**config.mk**
```make
export PLATFORM = sky130hd
export DESIGN_NAME = mii_status_unit
export DESIGN_NICKNAME = d
export VERILOG_FILES = /design/src/rtl/mii_sig_pkg.sv /design/src/rtl/mii_col_crs.sv /design/src/rtl/mii_tx_err_force.sv /design/src/rtl/mii_rx_err_mux.sv /design/src/rtl/mii_status_unit.sv
export SDC_FILE = /design/constraint.sdc
export NUM_CORES = 1
export LEC_CHECK = 0
export ABC_AREA = 1
export CORE_MARGIN = 10
export CORE_UTILIZATION = 29
export CTS_BUF_LIST = sky130_fd_sc_hd__clkbuf_2 sky130_fd_sc_hd__clkbuf_4 sky130_fd_sc_hd__clkbuf_8
export CTS_CLUSTER_SIZE = 28
export DETAILED_ROUTE_END_ITERATION = 12
export PLACE_DENSITY = 0.87
export SLEW_MARGIN = 20
export SYNTH_ARGS = -nofsm -noshare
export SYNTH_HDL_FRONTEND = slang
export SYNTH_HIERARCHICAL = 1
export SYNTH_SLANG_ARGS = --single-unit
export TNS_END_PERCENT = 50
```
**constraint.sdc**
```tcl
create_clock -name clk -period 0.86 [get_ports clk]
set_input_delay 0.215 -clock clk [delete_from_list [all_inputs] [get_ports clk]]
set_output_delay 0.215 -clock clk [all_outputs]
set_load 0.05 [all_outputs]
```
**src/rtl/mii_sig_pkg.sv**
```systemverilog
package mii_sig_pkg;
   localparam logic [1:0] MODE_FAST    = 2'd0;
   localparam logic [1:0] MODE_SLOW    = 2'd1;
   localparam logic [1:0] MODE_SERIAL  = 2'd2;

   typedef enum logic [1:0] {
      ERR_NONE,
      ERR_FIXED,
      ERR_GATED
   } err_kind_e;
endpackage

```
**src/rtl/mii_col_crs.sv**
```systemverilog
module mii_col_crs (
   input  logic is_serial,
   input  logic half_duplex,
   input  logic crs_rx_only,
   input  logic tx_en,
   input  logic rx_active,
   input  logic jabber_expired,
   output logic col,
   output logic crs
);
   logic both_busy;

   always_comb begin
      both_busy = tx_en & rx_active;
      if (is_serial)
         col = jabber_expired;
      else
         col = half_duplex & both_busy;
      crs = crs_rx_only ? rx_active : (tx_en | rx_active);
   end
endmodule

```
**src/rtl/mii_tx_err_force.sv**
```systemverilog
module mii_tx_err_force #(
   parameter int               SYM_W     = 5,
   parameter logic [SYM_W-1:0] FORCE_SYM = SYM_W'(5'b00100)
) (
   input  logic             clk,
   input  logic             rst,
   input  logic             is_fast,
   input  logic             is_serial,
   input  logic             tx_en,
   input  logic             tx_er,
   input  logic [SYM_W-1:0] enc_symbol,
   output logic [SYM_W-1:0] tx_symbol
);
   if (SYM_W < 3) begin : g_bad_sym
      $error("SYM_W must be at least 3");
   end

   always_comb begin
      if (is_fast && tx_en && tx_er)
         tx_symbol = FORCE_SYM;
      else if (is_serial)
         tx_symbol = {{(SYM_W-1){1'b0}}, enc_symbol[0]};
      else
         tx_symbol = enc_symbol;
   end

   AST_TX_FORCE: assert property (@(posedge clk) disable iff (rst)
      (is_fast && tx_en && tx_er) |-> (tx_symbol == FORCE_SYM));
   AST_TX_SLOW_PASS: assert property (@(posedge clk) disable iff (rst)
      (!is_fast && !is_serial) |-> (tx_symbol == enc_symbol));
endmodule

```
**src/rtl/mii_rx_err_mux.sv**
```systemverilog
module mii_rx_err_mux #(
   parameter int                DATA_W        = 4,
   parameter logic [DATA_W-1:0] CODE_PKT      = DATA_W'(2),
   parameter logic [DATA_W-1:0] CODE_LINK     = DATA_W'(3),
   parameter logic [DATA_W-1:0] CODE_PREMAT   = DATA_W'(4),
   parameter logic [DATA_W-1:0] CODE_CODEERR  = DATA_W'(5)
) (
   input  logic              clk,
   input  logic              rst,
   input  logic              is_fast,
   input  logic              is_serial,
   input  logic [DATA_W-1:0] dec_nibble,
   input  logic              dec_dv,
   input  logic              dec_err,
   input  logic              flag_code,
   input  logic              flag_premature,
   input  logic              flag_link,
   input  logic              flag_pkt,
   input  logic              rpt_pkt_en,
   input  logic              rpt_link_en,
   output logic [DATA_W-1:0] rxd,
   output logic              rx_dv,
   output logic              rx_er
);
   import mii_sig_pkg::*;

   localparam int NUM_CLASS = 4;

   if (DATA_W < 3) begin : g_bad_data
      $error("DATA_W must be at least 3 to hold the error codes");
   end

   logic [NUM_CLASS-1:0]        eligible;
   logic [DATA_W-1:0]           code_tab [NUM_CLASS];
   err_kind_e                   kind_tab [NUM_CLASS];
   logic [DATA_W-1:0]           sel_code;
   logic                        sel_hit;
   logic [DATA_W-1:0]           nib_next;
   logic [NUM_CLASS-1:0]        raw_flag;
   logic [NUM_CLASS-1:0]        gate_en;

   // index 0 has the highest priority
   assign raw_flag = {flag_pkt, flag_link, flag_premature, flag_code};
   assign gate_en  = {rpt_pkt_en, rpt_link_en, 1'b1, 1'b1};

   for (genvar k = 0; k < NUM_CLASS; k++) begin : g_class
      always_comb begin
         case (k)
            0:       code_tab[k] = CODE_CODEERR;
            1:       code_tab[k] = CODE_PREMAT;
            2:       code_tab[k] = CODE_LINK;
            default: code_tab[k] = CODE_PKT;
         endcase
         kind_tab[k] = (k < 2) ? ERR_FIXED : ERR_GATED;
         eligible[k] = raw_flag[k] &&
                       ((kind_tab[k] == ERR_FIXED) || gate_en[k]);
      end
   end

   always_comb begin
      sel_code = '0;
      sel_hit  = 1'b0;
      for (int k = NUM_CLASS - 1; k >= 0; k--) begin
         if (eligible[k]) begin
            sel_code = code_tab[k];
            sel_hit  = 1'b1;
         end
      end
      if (is_fast && dec_err && sel_hit)
         nib_next = sel_code;
      else if (is_serial)
         nib_next = {{(DATA_W-1){1'b0}}, dec_nibble[0]};
      else
         nib_next = dec_nibble;
   end

   always_ff @(posedge clk) begin
      if (rst) begin
         rxd   <= '0;
         rx_dv <= 1'b0;
         rx_er <= 1'b0;
      end else begin
         rxd   <= nib_next;
         rx_dv <= dec_dv & ~is_serial;
         rx_er <= dec_err;
      end
   end

   AST_CODE_ERR_WINS: assert property (@(posedge clk) disable iff (rst)
      (is_fast && dec_err && flag_code) |=> (rxd == CODE_CODEERR));
   AST_PKT_MASKED: assert property (@(posedge clk) disable iff (rst)
      (is_fast && dec_err && flag_pkt && !flag_code && !flag_premature
       && !flag_link && !rpt_pkt_en) |=> (rxd == $past(dec_nibble)));
   AST_NO_ERR_PASS: assert property (@(posedge clk) disable iff (rst)
      (!dec_err && !is_serial) |=> (rxd == $past(dec_nibble)));
   AST_RXER_FOLLOWS: assert property (@(posedge clk) disable iff (rst)
      dec_err |=> rx_er);
   AST_SERIAL_NO_DV: assert property (@(posedge clk) disable iff (rst)
      is_serial |=> !rx_dv);
   AST_RESET_CLEAR: assert property (@(posedge clk)
      rst |=> (!rx_dv && !rx_er && rxd == '0));
endmodule

```
**src/rtl/mii_status_unit.sv**
```systemverilog
module mii_status_unit #(
   parameter int DATA_W = 4,
   parameter int SYM_W  = 5
) (
   input  logic              clk,
   input  logic              rst,
   input  logic [1:0]        mode_sel,
   input  logic              half_duplex,
   input  logic              crs_sel_reg,
   input  logic              crs_sel_pin,
   input  logic              tx_en,
   input  logic              tx_er,
   input  logic              rx_active,
   input  logic              jabber_expired,
   input  logic [DATA_W-1:0] dec_nibble,
   input  logic              dec_dv,
   input  logic              dec_err,
   input  logic              flag_code,
   input  logic              flag_premature,
   input  logic              flag_link,
   input  logic              flag_pkt,
   input  logic              rpt_pkt_en,
   input  logic              rpt_link_en,
   input  logic [SYM_W-1:0]  enc_symbol,
   output logic              col,
   output logic              crs,
   output logic [SYM_W-1:0]  tx_symbol,
   output logic [DATA_W-1:0] rxd,
   output logic [DATA_W-1:0] rxd_oe,
   output logic              rx_dv,
   output logic              rx_er
);
   import mii_sig_pkg::*;

   logic is_fast;
   logic is_serial;
   logic crs_rx_only;

   assign is_fast     = (mode_sel == MODE_FAST);
   assign is_serial   = (mode_sel == MODE_SERIAL);
   assign crs_rx_only = crs_sel_reg | crs_sel_pin;

   for (genvar b = 0; b < DATA_W; b++) begin : g_oe
      if (b == 0) begin : g_lsb
         assign rxd_oe[b] = 1'b1;
      end else begin : g_upper
         assign rxd_oe[b] = ~is_serial;
      end
   end

   mii_col_crs u_col_crs (
      .is_serial      (is_serial),
      .half_duplex    (half_duplex),
      .crs_rx_only    (crs_rx_only),
      .tx_en          (tx_en),
      .rx_active      (rx_active),
      .jabber_expired (jabber_expired),
      .col            (col),
      .crs            (crs)
   );

   mii_tx_err_force #(.SYM_W(SYM_W)) u_tx_force (
      .clk        (clk),
      .rst        (rst),
      .is_fast    (is_fast),
      .is_serial  (is_serial),
      .tx_en      (tx_en),
      .tx_er      (tx_er),
      .enc_symbol (enc_symbol),
      .tx_symbol  (tx_symbol)
   );

   mii_rx_err_mux #(.DATA_W(DATA_W)) u_rx_mux (
      .clk            (clk),
      .rst            (rst),
      .is_fast        (is_fast),
      .is_serial      (is_serial),
      .dec_nibble     (dec_nibble),
      .dec_dv         (dec_dv),
      .dec_err        (dec_err),
      .flag_code      (flag_code),
      .flag_premature (flag_premature),
      .flag_link      (flag_link),
      .flag_pkt       (flag_pkt),
      .rpt_pkt_en     (rpt_pkt_en),
      .rpt_link_en    (rpt_link_en),
      .rxd            (rxd),
      .rx_dv          (rx_dv),
      .rx_er          (rx_er)
   );

   AST_CRS_HOLDS_COL: assert property (@(posedge clk) disable iff (rst)
      (col && !is_serial && !crs_rx_only) |-> crs);
   AST_CRS_RX_ONLY: assert property (@(posedge clk) disable iff (rst)
      (crs_rx_only && !rx_active) |-> !crs);
   AST_SERIAL_OE: assert property (@(posedge clk) disable iff (rst)
      is_serial |-> (rxd_oe == DATA_W'(1)));
   AST_JABBER_COL: assert property (@(posedge clk) disable iff (rst)
      (is_serial && !jabber_expired) |-> !col);
   AST_FULL_DUPLEX_COL: assert property (@(posedge clk) disable iff (rst)
      (!is_serial && !half_duplex) |-> !col);
endmodule

```
# Word-level counts from Yosys, hierarchy flattened
# Cells that the tools add are included.
op_classes:
  n_mul: 0
  n_addsub: 0
  eq_ne: 1
  n_reduce_logical: 7
  n_lt_le_gt_ge: 0
  bitwise_logic: 6
  mux: 14
  n_shift: 0
  n_div: 0
op_table:
  columns: ["op", "n"]
  rows:
  - ["2-to-1 mux 4 bit", 5]
  - ["2-to-1 mux 5 bit", 2]
  - ["logical AND 1 bit", 6]
  - ["2-to-1 mux 1 bit", 6]
  - ["AND 1 bit", 3]
  - ["equality test 2 bit, second input constant", 1]
  - ["zero test 2 bit", 1]
  - ["2-to-1 mux 2 bit", 1]
  - ["bitwise OR 1 bit", 2]
  - ["inverter 1 bit", 1]
totals:
  romBits: 0
  mem_count: 0
  latchBits: 0
  mem_bits_rw: 0
  wordCells: 31
  out_inout_bits: 17
  register_bits: 6

# Depth between registers and ports, before layout
# Gate-level depths: netlist (run 1).
depth:
  word_depth: 7
  depth_mapped: 7

# Hierarchy
# The synthesis (run 1) kept the hierarchy.
by_module_without_submodules:
  columns: ["mod", "area_each_um2", "instances", "cells_each"]
  rows:
  - ["mii_rx_err_mux", 261.5, 1, 39]
  - ["mii_tx_err_force", 71.3, 1, 17]
  - ["mii_status_unit", 58.8, 1, 12]
  - ["mii_col_crs", 37.5, 1, 9]

# Least setup slack after synthesis (run 1)
# No wires, ideal clock.
synth_timing:
  kind: "input -> output"
  from: "in mode_sel[1]"
  to: "out tx_symbol[2]"
  slack_ns: -0.790
  path_buffers: 0
  path_stages: 3
  t_arrival_ns: 1.435
  path_cell_list: "inv_1 -> nor2_2 -> o21ai_0"
synth_via:
  word_cells_on_any_way: 6
  classes_between: "1 x eq/ne; 2 x mux; 3 x reduce/logical"
synth_rtl:
  columns: ["element", "line", "text"]
  rows:
  - ["start: declaration", "mii_status_unit.sv:7", "input logic [1:0] mode_sel,"]
  - ["equality test 2 bit", "mii_status_unit.sv:40", "assign is_serial = (mode_sel == MODE_SERIAL);"]
  - ["named net is_serial", "mii_status_unit.sv:36", "logic is_serial;"]
  - ["2-to-1 mux 5 bit", "mii_tx_err_force.sv:21", "else if (is_serial)"]
  - ["2-to-1 mux 5 bit", "mii_tx_err_force.sv:19", "if (is_fast && tx_en && tx_er)"]
  - ["end: declaration", "mii_status_unit.sv:27", "output logic [SYM_W-1:0] tx_symbol,"]
# The timed path passes the listed nets, and every way through them passes these cells.

# Worst setup path in the final report (run 1)
layout_timing:
  from: "in mode_sel[0]"
  to: "out tx_symbol[1]"
layout_via:
  elab_chain_len: 4
  word_cells_on_any_way: 6
  classes_between: "1 x eq/ne; 2 x mux; 3 x reduce/logical"
layout_lines:
  columns: ["element", "line", "text"]
  rows:
  - ["zero test 2 bit", "mii_status_unit.sv:39", "assign is_fast = (mode_sel == MODE_FAST);"]
  - ["named net is_fast", "mii_status_unit.sv:35", "logic is_fast;"]
  - ["logical AND 1 bit (2 in series)", "mii_tx_err_force.sv:19", null]
  - ["2-to-1 mux 5 bit", "mii_tx_err_force.sv:19", null]
# The timed path passes the listed nets, and every way through them passes these cells.

==> run summary, run 1 <==
Status: finished, violations left
Violated checks: setup timing
Area occupied by multi-input gates: 310 sq um
Cell area after synthesis: 429 sq um
Critical Path Source Type: primary input
Die Area: 3420 sq um
Ports: 45
Final hold viol count: 0
Final worst slack: -287 ps
Nets@finish: 158
DIE HEIGHT: 58.5 microns
Number of global-route vias before repair: 746
Port bufs: 43
Critical path fanouts, max: 5
#FFs+latches synth: 6
N_diodes: 0
Peak supply drop: 0.683 mV
Ys Warns: 6
Hold Crit Class: primary input to flip-flop
Initial Util: 31.8%
Sink Count: 6
GPL Wtd Cong: 0.776
First-pass GRT wire length: 3510 microns
Ys flop type: dfxtp_1
Dominant cell by count in the synthesized netlist: inv_1
WS Path Type: primary input to output port
Avg Cell Area, Syn: 5.57 sq um
Minimum clock period: 1150 ps
Site Rows: 13
Synth top area cells: dfxtp_1 (28%), inv_1 (19%), nand2_1 (18%)
Yosys top cell area share: 28.0%
CP max stage cell: buf_8
FFs w/ async S/R, synth: 0%
DRC errors left: 0
Fin util: 91.6%
Clock-pin slew on the worst setup and hold paths: 40 ps
Worst setup EP type: output port
Slew Limit Fails: 0
Remaining global-route overflow: 0
CP required: 640 ps
Area grow syn2layout: 188%
DRT Wirelength: 2730 microns
WP data arrival: 930 ps
Top cells by count, synth: inv_1 (22), nand2_1 (21), nor2_1 (12)
Pwr Total: 1.30 mW
Power per Cell Area: 1050 nW/um^2
Final Cell Area: 1240 sq um
Core area: 1350 sq um
Post-placement cell count: 137
Worst hold slack: 294 ps
Critical path, cell by cell: buf_8, nor2_4, nand3_4, nand2_4, clkinvlp_4, buf_8
P_leak: 0.668 nW
RSZ-0062 raised after global routing: true
Initial antenna violation count: 0
Synth cell types: 14
Max Freq: 0.872 GHz
Placed inst area: 1070 sq um
CTS root buffer: clkbuf_4
Fillcell total: 52
Post-cts hold buffer count: 0
First-pass DRT Iterations: 4
Htree depth: 1
CTS Buf Count: 3
TNS Setup: -2840 ps
CTS Buffer Depth: 2
Pre-CTS setup slack: -837 ps
Most frequent CP cell: buf_8
Largest stage delay on the critical path: 150 ps
Crit share post-route: 133%
Wire length per cell: 19.1 microns
Register area: 128 sq um
Share of layout cells above drive strength 1: 55.5%
Total GRT Usage: 13.6%
Final setup fails: 20
Syn_nets: 105
Sequential share of the synthesized area: 28.0%
Post-synth EDFFs: 0
Detailed placement HPWL: 1780 microns
Leading area contributor after synthesis: dfxtp_1
Via count: 721
Detail Route Antenna Nets: 0
Synth Instances: 77
Largest net degree at the start of global routing: 7
Die width: 58.5 microns
Fin cells: 143
CTS tree: built
Starting DRT DRC Count: 14
Max cap viols: 0
Drt via density: 5.04
-- what timing repair did --
action | in CTS | in global routing
setup endpoints to repair | 21 | 21
pin swaps | 19 | 13
buffers inserted | 2 | 2
gates resized for setup | 70 | 17
-- state kept, by name (all words and copies together), names as in the netlist --
name	cells
u_rx_mux/rxd	4
u_rx_mux/rx_dv	1
u_rx_mux/rx_er	1
-- report_power, final --
group | internal [mW] | switching (mW) | total (mW)
Clock | 0.158 | 0.104 | 0.262
Combinational | 0.344 | 0.383 | 0.727
Sequential | 0.300 | 0.0146 | 0.315
Total | 0.803 | 0.501 | 1.30
-- worst max-delay path, delay by kind of cell --
family | cells | cell delay [ps]
buffers and inverters | 3 | 350
and+or+nand+nor | 3 | 360
-- cell families after synthesis --
| logic type | Yosys count | synth area share, % |
|---|---|---|
| buf+inv | 26 | 25.4 |
| compound gates | 4 | 5.25 |
| flops | 6 | 28.0 |
| simple gates | 40 | 40.5 |
| other cells | 1 | 0.874 |
-- area by class of cell --
| cell class | count | share of cell area (%) |
|---|---|---|
| clock buffer | 3 | 1.82 |
| tap | 15 | 1.52 |
| multi-input combinational | 45 | 25.1 |
| timing repair buffer | 51 | 53.3 |
| sequential | 6 | 10.3 |
| inverter | 23 | 7.89 |
-- path summary, 6_finish.rpt --
kind,startpoint,endpoint,slack (ps),depth (start not counted)
setup / recovery,mode_sel[0],tx_symbol[1],-290,6
hold / removal,rst,u_rx_mux/rx_er$_SDFF_PP0_,290,2
-- layer usage --
metal	share of wire [%]	global-route usage, %
met1	32	9.86
met2	50	26.9
met3	13	7.51
met4	4.8	7.38
met5	0	0
-- layout by cell type, fill, tap and decap left out --
master,n
buf_12,14
inv_1,13
nand2_1,12
dlygate4sd2_1,10
inv_2,8
nand2_2,8
buf_6,8
nor2_1,8
dfxtp_2,6
nor2_4,5
dlymetal6s2s_1,5
clkdlybuf4s50_1,5
buf_4,5
clkbuf_4,3
buf_8,2
nor2_2,2
o21ai_4,2
inv_8,1
nand2_8,1
conb_1,1
clkdlybuf4s15_1,1
clkdlybuf4s15_2,1
nand3_1,1
o21ai_2,1
o21bai_1,1
nand3_2,1
nand3_4,1
nand2_4,1
clkinvlp_4,1
(Power assumes the default switching activity.)
==> inputs of run 2 (changes only) <==
--- a/config.mk
+++ b/config.mk
@@ -6,12 +6,14 @@
 export NUM_CORES = 1
 export LEC_CHECK = 0
 export ABC_AREA = 1
+export CAP_MARGIN = 25
 export CORE_MARGIN = 10
-export CORE_UTILIZATION = 29
+export CORE_UTILIZATION = 32
 export CTS_BUF_LIST = sky130_fd_sc_hd__clkbuf_2 sky130_fd_sc_hd__clkbuf_4 sky130_fd_sc_hd__clkbuf_8
 export CTS_CLUSTER_SIZE = 28
 export DETAILED_ROUTE_END_ITERATION = 12
-export PLACE_DENSITY = 0.87
+export DONT_BUFFER_PORTS = 1
+export PLACE_DENSITY = 0.51
 export SLEW_MARGIN = 20
 export SYNTH_ARGS = -nofsm -noshare
 export SYNTH_HDL_FRONTEND = slang
==> run summary, run 2 (synthesis gave the netlist of run 1 again) <==
Status: finished, violations left
Violated checks: setup timing
Worst hold slack: 33.8 ps
Critical path fanouts, max: 5
Critical Path Source Type: primary input
Detail Route Antenna Nets: 0
DRC errors left: 0
Via count: 478
Fin cells: 109
CTS tree: built
Minimum clock period: 991 ps
CP required: 640 ps
Starting DRT DRC Count: 5
CTS root buffer: clkbuf_4
Sink Count: 6
Most frequent cells in the layout: inv_1 (18), nand2_1 (16), buf_12 (12)
Commonest non-fill, non-tap cell in the layout: inv_1
Core area: 1280 sq um
Largest Register: u_rx_mux/rxd
Largest net degree at the start of global routing: 7
P_leak: 0.445 nW
Die Area: 3210 sq um
GPL Wtd Cong: 0.756
Max FFs per register: 4
N_diodes: 0
WP data arrival: 780 ps
Max Freq: 1.01 GHz
Peak supply drop: 0.730 mV
Remaining global-route overflow: 0
Slew Limit Fails: 0
RSZ-0062 raised after global routing: true
First-pass DRT Iterations: 3
Ports: 45
CTS Buf Count: 3
Initial antenna violation count: 0
Port bufs: 0
Site Rows: 13
First-pass GRT wire length: 2340 microns
Fillcell total: 111
Post-placement cell count: 104
Final Cell Area: 825 sq um
Number of global-route vias before repair: 533
Top Registers: u_rx_mux/rxd (4), u_rx_mux/rx_dv (1), u_rx_mux/rx_er (1)
CTS Buffer Depth: 2
Hold Crit Class: primary input to flip-flop
Initial Util: 33.4%
Final worst slack: -131 ps
Area grow syn2layout: 92.1%
Worst setup path endpoint: tx_symbol[2]
Clock-pin slew on the worst setup and hold paths: 40 ps
Total GRT Usage: 9.11%
Htree depth: 1
Worst setup EP type: output port
Drt via density: 4.39
Wire length per cell: 12.8 microns
Final setup fails: 12
Share of layout cells above drive strength 1: 48.9%
Placed inst area: 747 sq um
WS Path Type: primary input to output port
Detailed placement HPWL: 1260 microns
DRT Wirelength: 1400 microns
Pwr Total: 1.05 mW
Pre-CTS setup slack: -188 ps
Critical path startpoint: mode_sel[1]
Max cap viols: 0
DIE HEIGHT: 56.6 microns
Final hold viol count: 0
Crit share post-route: 115%
Die width: 56.6 microns
Power per Cell Area: 1280 nW/um^2
Nets@finish: 124
==> run 2: layout make-up <==
| class | instances | area, sq um | share of cell area, % |
|---|---|---|---|
| sequential | 6 | 128 | 15.5 |
| timing repair buffer | 17 | 285 | 34.6 |
| clock buffer | 3 | 22.5 | 2.73 |
| tap | 15 | 18.8 | 2.28 |
| multi-input combinational | 45 | 268 | 32.5 |
| inverter | 23 | 103 | 12.4 |
==> run 2: worst min path at each step <==
stage,from,cells after the start,endpoint,slack (ps)
3_3_place_gp,rst,1,u_rx_mux/rx_er$_SDFF_PP0_,290
4_1_cts,rst,1,u_rx_mux/rx_er$_SDFF_PP0_,20
3_5_place_dp,rst,1,u_rx_mux/rx_er$_SDFF_PP0_,290
2_1_floorplan,rst,1,u_rx_mux/rx_er$_SDFF_PP0_,290
6_report,rst,1,u_rx_mux/rx_er$_SDFF_PP0_,30
5_1_grt,rst,1,u_rx_mux/rx_er$_SDFF_PP0_,10
==> run 2: repair_timing <==
action                     in CTS  in global routing
setup endpoints to repair      12                 13
pin swaps                       6                  1
resized for setup              16                  0
buffers inserted                2                  0
hold buffers                    0                  0
==> run 2: report_power, final <==
group	switching [mW]	total [mW]	internal, mW
Sequential	0.0131	0.314	0.300
Combinational	0.286	0.491	0.205
Clock	0.0921	0.249	0.157
==> run 2: worst max-delay path, stage by stage <==
cell	delay, ps
nor2_4	110
nand3_4	110
buf_6	130
o21ai_4	60
buf_12	150
==> run 2: routing by layer <==
layer  wire [microns]  track usage [%]
met4               14             3.09
met2              709             16.0
met1              464             7.28
met3              206             7.64
met5                0                0
==> run 2: per-stage QoR <==
stage          TNS, ps  util, %
2_1_floorplan     -495        -
3_3_place_gp      -652     58.1
3_5_place_dp      -799     58.1
4_1_cts          -1030     64.2
5_1_grt          -1350     64.2
6_report          -887     64.2
==> inputs of run 3 (changes only) <==
--- a/config.mk
+++ b/config.mk
@@ -7,7 +7,7 @@
 export LEC_CHECK = 0
 export ABC_AREA = 1
 export CAP_MARGIN = 25
-export CORE_MARGIN = 10
+export CORE_MARGIN = 2
 export CORE_UTILIZATION = 32
 export CTS_BUF_LIST = sky130_fd_sc_hd__clkbuf_2 sky130_fd_sc_hd__clkbuf_4 sky130_fd_sc_hd__clkbuf_8
 export CTS_CLUSTER_SIZE = 28
==> run summary, run 3 (synthesis gave the netlist of run 1 again) <==
Critical Path Source Type: primary input
Site Rows: 13
Max Freq: 1.01 GHz
Slew Limit Fails: 0
CTS tree: built
Post-cts hold buffer count: 0
Hold Crit Class: primary input to flip-flop
Sink Count: 6
Met2 GRT Util: 25.0%
Area occupied by multi-input gates: 263 sq um
RSZ-0062 raised after global routing: true
Violated checks: setup timing
CTS Buffer Depth: 2
Critical path, cell by cell: nor2_4, nand3_4, buf_6, o21ai_4, buf_12
First-pass GRT wire length: 1540 microns
CTS Buf Count: 3
Largest Register: u_rx_mux/rxd
Largest net degree at the start of global routing: 7
Most frequent cells in the layout: inv_1 (19), nand2_1 (17), buf_12 (12)
Status: finished, violations left
Max FFs per register: 4
WP data arrival: 770 ps
Area grow syn2layout: 83.7%
Wire length per cell: 10.2 microns
Clock-pin slew on the worst setup and hold paths: 40 ps
Drt via density: 4.21
First-pass DRT Iterations: 2
Top Registers: u_rx_mux/rxd (4), u_rx_mux/rx_dv (1), u_rx_mux/rx_er (1)
Number of global-route vias before repair: 401
Final hold viol count: 0
CP required: 640 ps
Peak supply drop: 0.840 mV
Top Family by Delay on Critical Path: buffers and inverters
Post-CTS Setup Bufs: 0
Worst setup EP type: output port
Fin cells: 106
Register area: 128 sq um
Die Area: 1650 sq um
Ports: 45
Via count: 446
DIE HEIGHT: 40.6 microns
Initial Util: 33.8%
Final worst slack: -129 ps
Bufs and invs on worst path: 2
GPL Wtd Cong: 0.638
Initial antenna violation count: 0
Power per Cell Area: 1320 nW/um^2
WS Path Type: primary input to output port
Pwr Total: 1.04 mW
Commonest non-fill, non-tap cell in the layout: inv_1
Htree depth: 1
Nets@finish: 121
Share of layout cells above drive strength 1: 44.0%
Port bufs: 0
Largest stage delay on the critical path: 150 ps
M3 GR Usage: 7.07%
CP max stage cell: buf_12
Fin util: 62.1%
Starting DRT DRC Count: 2
N_diodes: 0
Met1 Use GR: 14.5%
Critical path fanouts, max: 5
Pre-CTS setup slack: -158 ps
P_leak: 0.428 nW
Post-placement cell count: 103
DRT Wirelength: 1090 microns
Remaining global-route overflow: 0
Most used routing layer: met2
Fillcell total: 114
Crit share post-route: 115%
Total GRT Usage: 14.3%
Minimum clock period: 989 ps
Core area: 1270 sq um
CTS root buffer: clkbuf_4
Max cap viols: 0
Final setup fails: 12
DRC errors left: 0
Die width: 40.6 microns
Detail Route Antenna Nets: 0
TNS Setup: -807 ps
Detailed placement HPWL: 935 microns
==> run 3: cell types whose count changed in the layout (fill, tap and decap cells not counted), sizes merged <==
cell	change
buf	-3
==> run 3: final cells by class <==
| cell class | instances | area share (%) |
|---|---|---|
| Clock buffer | 3 | 2.86 |
| Inverter | 23 | 12.4 |
| Multi-Input combinational cell | 45 | 33.3 |
| Sequential cell | 6 | 16.2 |
| Tap cell | 15 | 2.38 |
| Timing Repair Buffer | 14 | 32.9 |
==> run 3: path summary, 6_finish.rpt <==
check                   start                         to  slack [ps]  cells after the start
hold / removal            rst  u_rx_mux/rx_er$_SDFF_PP0_          40                      1
setup / recovery  mode_sel[1]               tx_symbol[2]        -130                      5
==> run 3: per-layer routing <==
layer | wire [microns] | share of wire (%)
met1 | 405 | 37
met3 | 122 | 11
met5 | 0 | 0
met4 | 0 | 0
met2 | 557 | 51
==> run 3: what timing repair did <==
item,CTS,global route
resized for setup,11,0
pin swaps,7,2
endpoints found under the setup margin,12,12
==> run 3: metrics by stage <==
step / area (sq um) / hold WS (ps)
6_report: 788 / 37.0
5_1_grt: 788 / 38.7
4_1_cts: 788 / 32.5
3_5_place_dp: 739 / 291
3_3_place_gp: 739 / 288
2_1_floorplan: 488 / 286
==> run 3: power breakdown <==
| part | internal, mW | switching [mW] |
|---|---|---|
| combinational | 0.193 | 0.280 |
| sequential | 0.300 | 0.0136 |
| clock | 0.158 | 0.0960 |
